==> src/rtl/xlat_pkg.sv <==
package xlat_pkg;
  // Strobes passed from the mode control to the translation datapath
  typedef struct packed {
    logic xlatOn;   // user mode: lookups translate through the table
    logic flush;    // invalidate every entry this cycle
    logic wrEn;     // load the addressed entry this cycle (already gated by flush)
  } tlbCtl_t;
endpackage

==> src/rtl/xlat_ctrl.sv <==
module xlat_ctrl
  import xlat_pkg::*;
(
  input  logic    clk,
  input  logic    rstN,
  input  logic    excEnter,
  input  logic    excReturn,
  input  logic    savedModeWr,
  input  logic    savedModeVal,
  input  logic    wrEn,
  input  logic    flushAll,
  output tlbCtl_t ctl,
  output logic    userMode
);
  logic savedMode;

  always_ff @(posedge clk) begin
    if (!rstN) begin
      userMode  <= 1'b0;
      savedMode <= 1'b0;
    end else if (excEnter) begin
      savedMode <= userMode;
      userMode  <= 1'b0;
    end else begin
      if (excReturn)   userMode  <= savedMode;
      if (savedModeWr) savedMode <= savedModeVal;
    end
  end

  always_comb begin
    ctl.xlatOn = userMode;
    ctl.flush  = flushAll;
    ctl.wrEn   = wrEn & ~flushAll;
  end

  // entry always lands in kernel mode
  p_enter_kernel_r6: assert property (@(posedge clk) disable iff (!rstN)
    excEnter |=> !userMode);
  // return restores the saved mode
  p_return_restore_r6: assert property (@(posedge clk) disable iff (!rstN)
    (excReturn && !excEnter) |=> userMode == $past(savedMode));
  // a nested entry from kernel records kernel
  p_nested_kernel_r7: assert property (@(posedge clk) disable iff (!rstN)
    (excEnter && !userMode) |=> !savedMode);
  // entry wins over a saved-mode write in the same cycle
  p_enter_wins_r11: assert property (@(posedge clk) disable iff (!rstN)
    (excEnter && savedModeWr) |=> savedMode == $past(userMode));
endmodule

==> src/rtl/xlat_table.sv <==
module xlat_table
  import xlat_pkg::*;
#(
  parameter int ENTRIES = 8,
  parameter int VPN_W   = 20,
  localparam int IDX_W  = $clog2(ENTRIES)
) (
  input  logic                            clk,
  input  logic                            rstN,
  input  tlbCtl_t                         ctl,
  input  logic [IDX_W-1:0]                wrIdx,
  input  logic [VPN_W-1:0]                wrVpn,
  input  logic [VPN_W-1:0]                wrPpn,
  input  logic                            wrKern,
  output logic [ENTRIES-1:0]              validVec,
  output logic [ENTRIES-1:0][VPN_W-1:0]   vpnVec,
  output logic [ENTRIES-1:0][VPN_W-1:0]   ppnVec,
  output logic [ENTRIES-1:0]              kernVec
);
  always_ff @(posedge clk) begin
    if (!rstN)          validVec <= '0;
    else if (ctl.flush) validVec <= '0;
    else if (ctl.wrEn)  validVec[wrIdx] <= 1'b1;
  end

  always_ff @(posedge clk) begin
    if (ctl.wrEn) begin
      vpnVec[wrIdx]  <= wrVpn;
      ppnVec[wrIdx]  <= wrPpn;
      kernVec[wrIdx] <= wrKern;
    end
  end

  // flush leaves no valid entry behind
  p_flush_clears_r9: assert property (@(posedge clk) disable iff (!rstN)
    ctl.flush |=> validVec == '0);
  // a written entry is valid on the next cycle
  p_write_valid_r8: assert property (@(posedge clk) disable iff (!rstN)
    ctl.wrEn |=> validVec[$past(wrIdx)]);
endmodule

==> src/rtl/xlat_lookup.sv <==
module xlat_lookup
  import xlat_pkg::*;
#(
  parameter int ENTRIES = 8,
  parameter int VA_W    = 32,
  parameter int OFF_W   = 12,
  localparam int VPN_W  = VA_W - OFF_W
) (
  input  logic                            clk,
  input  logic                            rstN,
  input  tlbCtl_t                         ctl,
  input  logic                            req,
  input  logic [VA_W-1:0]                 vaddr,
  input  logic [ENTRIES-1:0]              validVec,
  input  logic [ENTRIES-1:0][VPN_W-1:0]   vpnVec,
  input  logic [ENTRIES-1:0][VPN_W-1:0]   ppnVec,
  input  logic [ENTRIES-1:0]              kernVec,
  output logic [VA_W-1:0]                 paddr,
  output logic                            miss,
  output logic                            fault
);
  logic             hit;
  logic [VPN_W-1:0] selPpn;
  logic             selKern;

  // Scan from the top down so the lowest matching index is the last writer
  always_comb begin
    hit     = 1'b0;
    selPpn  = '0;
    selKern = 1'b0;
    for (int k = ENTRIES - 1; k >= 0; k--) begin
      if (validVec[k] && vpnVec[k] == vaddr[VA_W-1:OFF_W]) begin
        hit     = 1'b1;
        selPpn  = ppnVec[k];
        selKern = kernVec[k];
      end
    end
  end

  always_comb begin
    paddr = ctl.xlatOn ? {selPpn, vaddr[OFF_W-1:0]} : vaddr;
    miss  = req & ctl.xlatOn & ~hit;
    fault = req & ctl.xlatOn & hit & selKern;
  end

  // one request never reports both a miss and a fault
  p_miss_fault_excl_r5: assert property (@(posedge clk) disable iff (!rstN)
    !(miss && fault));
  // kernel mode reports nothing
  p_kernel_quiet_r2: assert property (@(posedge clk) disable iff (!rstN)
    !ctl.xlatOn |-> (!miss && !fault));
  // the page offset is never altered
  p_offset_kept_r3: assert property (@(posedge clk) disable iff (!rstN)
    paddr[OFF_W-1:0] == vaddr[OFF_W-1:0]);
endmodule

==> src/rtl/xlat_unit.sv <==
module xlat_unit
  import xlat_pkg::*;
#(
  parameter int ENTRIES = 8,
  parameter int VA_W    = 32,
  parameter int OFF_W   = 12,
  localparam int VPN_W  = VA_W - OFF_W,
  localparam int IDX_W  = $clog2(ENTRIES)
) (
  input  logic             clk,
  input  logic             rstN,
  input  logic             iReq,
  input  logic [VA_W-1:0]  iVaddr,
  output logic [VA_W-1:0]  iPaddr,
  output logic             iMiss,
  output logic             iFault,
  input  logic             dReq,
  input  logic [VA_W-1:0]  dVaddr,
  output logic [VA_W-1:0]  dPaddr,
  output logic             dMiss,
  output logic             dFault,
  input  logic             wrEn,
  input  logic [IDX_W-1:0] wrIdx,
  input  logic [VPN_W-1:0] wrVpn,
  input  logic [VPN_W-1:0] wrPpn,
  input  logic             wrKern,
  input  logic             flushAll,
  input  logic             excEnter,
  input  logic             excReturn,
  input  logic             savedModeWr,
  input  logic             savedModeVal,
  output logic             userMode
);
  localparam int PORTS = 2;

  tlbCtl_t                       ctl;
  logic [ENTRIES-1:0]            validVec;
  logic [ENTRIES-1:0][VPN_W-1:0] vpnVec;
  logic [ENTRIES-1:0][VPN_W-1:0] ppnVec;
  logic [ENTRIES-1:0]            kernVec;

  logic [PORTS-1:0]            reqA;
  logic [PORTS-1:0][VA_W-1:0]  vaddrA;
  logic [PORTS-1:0][VA_W-1:0]  paddrA;
  logic [PORTS-1:0]            missA;
  logic [PORTS-1:0]            faultA;

  assign reqA   = {dReq, iReq};
  assign vaddrA = {dVaddr, iVaddr};
  assign iPaddr = paddrA[0];
  assign dPaddr = paddrA[1];
  assign iMiss  = missA[0];
  assign dMiss  = missA[1];
  assign iFault = faultA[0];
  assign dFault = faultA[1];

  xlat_ctrl u_ctrl (
    .clk(clk), .rstN(rstN), .excEnter(excEnter), .excReturn(excReturn),
    .savedModeWr(savedModeWr), .savedModeVal(savedModeVal),
    .wrEn(wrEn), .flushAll(flushAll), .ctl(ctl), .userMode(userMode)
  );

  xlat_table #(.ENTRIES(ENTRIES), .VPN_W(VPN_W)) u_table (
    .clk(clk), .rstN(rstN), .ctl(ctl), .wrIdx(wrIdx), .wrVpn(wrVpn),
    .wrPpn(wrPpn), .wrKern(wrKern), .validVec(validVec), .vpnVec(vpnVec),
    .ppnVec(ppnVec), .kernVec(kernVec)
  );

  for (genvar p = 0; p < PORTS; p++) begin : g_port
    xlat_lookup #(.ENTRIES(ENTRIES), .VA_W(VA_W), .OFF_W(OFF_W)) u_lookup (
      .clk(clk), .rstN(rstN), .ctl(ctl), .req(reqA[p]), .vaddr(vaddrA[p]),
      .validVec(validVec), .vpnVec(vpnVec), .ppnVec(ppnVec), .kernVec(kernVec),
      .paddr(paddrA[p]), .miss(missA[p]), .fault(faultA[p])
    );
  end

  // a miss on one port never shows up on the other when it is idle
  p_idle_port_quiet_r4: assert property (@(posedge clk) disable iff (!rstN)
    (!iReq |-> (!iMiss && !iFault)) and (!dReq |-> (!dMiss && !dFault)));
endmodule

==> config.mk <==
export PLATFORM = sky130hd
export DESIGN_NAME = xlat_unit
export DESIGN_NICKNAME = d
export VERILOG_FILES = /design/src/rtl/xlat_pkg.sv /design/src/rtl/xlat_ctrl.sv /design/src/rtl/xlat_table.sv /design/src/rtl/xlat_lookup.sv /design/src/rtl/xlat_unit.sv
export SDC_FILE = /design/constraint.sdc
export NUM_CORES = 1
export LEC_CHECK = 0
export BUFFER_PORTS_ARGS = -buffer_cell sky130_fd_sc_hd__buf_4
export CAP_MARGIN = 20
export CORE_ASPECT_RATIO = 1.2
export CORE_MARGIN = 5
export CORE_UTILIZATION = 39
export CTS_CLUSTER_DIAMETER = 150
export CTS_CLUSTER_SIZE = 24
export DETAILED_ROUTE_END_ITERATION = 7
export GPL_ROUTABILITY_DRIVEN = 0
export PLACE_DENSITY = 0.64
export SLEW_MARGIN = 20
export SYNTH_ARGS = -nofsm -noshare
export SYNTH_HDL_FRONTEND = slang
export SYNTH_SLANG_ARGS = --single-unit
==> constraint.sdc <==
create_clock -name clk -period 7.6 [get_ports clk]
set_input_delay 1.14 -clock clk [delete_from_list [all_inputs] [get_ports clk]]
set_output_delay 1.14 -clock clk [all_outputs]
set_load 0.01 [all_outputs]
==> flow_summary.yaml <==
clocking:
  insertion_delay_ns: 0.53
  post-cts-setup-buffers: 0
  clk_pin_slew_ns: 0.10
  postCtsHoldBufs: 0
  htreeDepth: 1
  cts_root_buf: "clkbuf_16"
  clock_sinks: 338
  clockBufferDepth: 3
  cts_resized: 0
  cts_buffers: 18
  cts_tree: "built"
floorplanning:
  io_pins: 187
  die_h_um: 245
  core-area_um2: 45700
  start_util: 0.392
  num_rows: 86
  die_width_um: 206
  dieArea_um2: 50300
yosys:
  async_flop_share: 0
  synth.most_common_cell: "edfxtp_1"
  synthesis.nets: 1577
  synthSimpleGateAreaFrac: 0.116
  synthAdderAreaFrac: 0
  synth_top_family_by_area: "XOR/XNOR gates"
  synth_top_area_share: 0.550
  syn_inst: 1459
  ys_top_cells_by_area: "edfxtp_1, xnor2_1, xor2_1"
  synthMuxAreaShare: 0.0265
  yosys_register_bits: 338
  synth_area_um2: 17900
  ys_seq_area_frac: 0.561
  syn_area_per_cell_um2: 12.3
  synth_cell_types: 62
  ys_warn_count: 0
  synth_edf_count: 328
  synth_compound_area_frac: 0.0972
  synth-main-ff-cell: "edfxtp_1"
  yosys.area.top_type: "edfxtp_1"
  synth_common_cells: "edfxtp_1, xnor2_1, xor2_1"
  synth_xor_area_frac: 0.156
outcome:
  status: "completed"
sta:
  tns_ns: 0
  fin_crit_sh: 0.744
  setup_viol: 0
  fmax_ghz: 0.177
  rsz0062_at_grt: "false"
  slew_viol_final: 0
  worst_pin_slew_ns: 1.23
  hold_violations: 0
  max-slew-margin-rel: 0.181
  min_period_ns: 5.65
  skew_ns: 0.0000391
pwr:
  p_leak_uw: 0.00644
  clkPwrFrac: 0.307
  p_per_area_nw_per_um2: 180
  finalPower_uw: 3580
  seqPwrFrac: 0.588
  switchingPower_uw: 885
  power_frac_comb: 0.105
  p_int_uw: 2690
  p_sw_frac: 0.247
  ir_drop_mv: 0.109
worst_setup_path:
  end_kind: "output port"
  worstPathArrival_ns: 4.51
  worstPathRequired_ns: 6.46
  start_kind: "input port"
  worstPathMaxFanout: 18
  r2r_slack_ns: 6.40
  reg2reg_depth: 3
  path_class: "input port to output port"
global_route:
  grt.met1_usage: 0.316
  grtUsageMet3: 0.0445
  grt_max_degree: 57
  grt_pass1_vias: 12832
  top_usage_layer: "met2"
  grt_pass1_wl_mm: 91.7
  grt_use_total: 0.250
  grt_util_met2: 0.409
  grt-ovfl-total: 0
  antenna_found_initial: 1
flow_run:
  maxCapViolations: 0
hold_path:
  hold_class: "flop to flop"
  whs_path_depth: 1
route:
  first_iter_violations: 1641
  wirelength_mm: 65.4
  vias_per_cell: 6.09
  routedWlPerCell_um: 30.4
  ant_nets: 0
  num_vias: 13124
  drc: 0
  drtPass1Iterations: 6
placement:
  port_buffers: 138
  hpwlAfterDp_mm: 44.4
finish:
  drive_gt1_frac: 0.163
  areaGrowthSynthToFinish_pct: 11.1
  fin_nets: 1646
-- per-stage QoR --
| stage | instances | area (um^2) | hold slack, ns | utilization | setup slack, ns |
|---|---|---|---|---|---|
| 3_5_place_dp | 2124 | 19400 | 0.489 | 0.423 | 1.91 |
| 4_1_cts | 2154 | 19900 | 0.511 | 0.435 | 1.91 |
| 3_3_place_gp | 2124 | 19400 | 0.486 | 0.423 | 1.91 |
| 5_1_grt | 2155 | 19900 | 0.542 | 0.435 | 1.76 |
| 6_report | 2155 | 19900 | 0.510 | 0.435 | 1.95 |
| 2_1_floorplan | 1459 | 17900 | 0.454 | - | 2.59 |
-- cells by family after synthesis --
| group | Yosys count |
|---|---|
| simple gates | 383 |
| flops | 338 |
| xor+xnor | 319 |
| compound gates | 227 |
| buf+inv | 147 |
| mux | 45 |
-- layout make-up --
type                       count  area [um^2]
antenna                        1         2.50
clock buffer                  29          513
clock inverter                 1         30.0
fill                        4131        25800
inverter                      28          105
multi-input combinational    974         7170
sequential                   338        10000
tap                          616          771
timing repair buffer         168         1260
-- per-layer routing --
layer  wire [um]  vias up
li1            -     5538
met1       23500     6443
met2       30800      912
met3        6700      231
met4        4380        0
met5           0        -
-- state kept, by name, summed over array words and instances (netlist names) --
register and count:
u_table.kernVec 8, u_table.validVec 8, u_ctrl.userMode 1, u_table.ppnVec 160
u_table.vpnVec 160, u_ctrl.savedMode 1
-- worst paths after layout --
path	endpoint	from
worst min-delay path	u_table.validVec[5]$_SDFFE_PP0P_	u_table.validVec[5]$_SDFFE_PP0P_
worst max register to register	u_ctrl.userMode$_SDFFE_PP0P_	u_ctrl.userMode$_SDFFE_PP0P_
worst min register to register	u_table.validVec[5]$_SDFFE_PP0P_	u_table.validVec[5]$_SDFFE_PP0P_
worst max-delay path	iPaddr[31]	iVaddr[13]
-- critical path, stage by stage --
cell and delay (ns):
buf_4 0.18, xnor2_1 0.37, nand4_1 0.16, nor4_1 0.47
and4_1 0.80, buf_4 0.33, a211oi_2 0.08, nand2b_1 0.09
buf_4 0.33, o211ai_1 0.18, a2bb2oi_1 0.19, buf_4 0.16
-- cell usage in the layout (no fill, tap or decap), types with 25 or more instances in the layout --
cell type  Yosys  final
xnor2_1      207    207
nand2_1       72     71
a21oi_1       48     48
nand4_1       57     57
a31oi_1       38     38
inv_1         28     27
xor2_1       112    112
mux2i_1       25     25
nor4_1        39     38
o211ai_1      28     28
nand3_1       39     39
nor3b_1       25     25
buf_4         27    168
edfxtp_1     328    328
nor2_1        80     73
-- power by group through the flow --
stage	clock, uW	sequential (uW)	combinational, uW
6_report	1100	2100	376
5_1_grt	1170	2110	389
4_1_cts	1110	2100	369
3_5_place_dp	0	2150	367
3_3_place_gp	0	2150	366
2_1_floorplan	0	2140	204
Note: power is estimated with default switching activity, not from simulation.
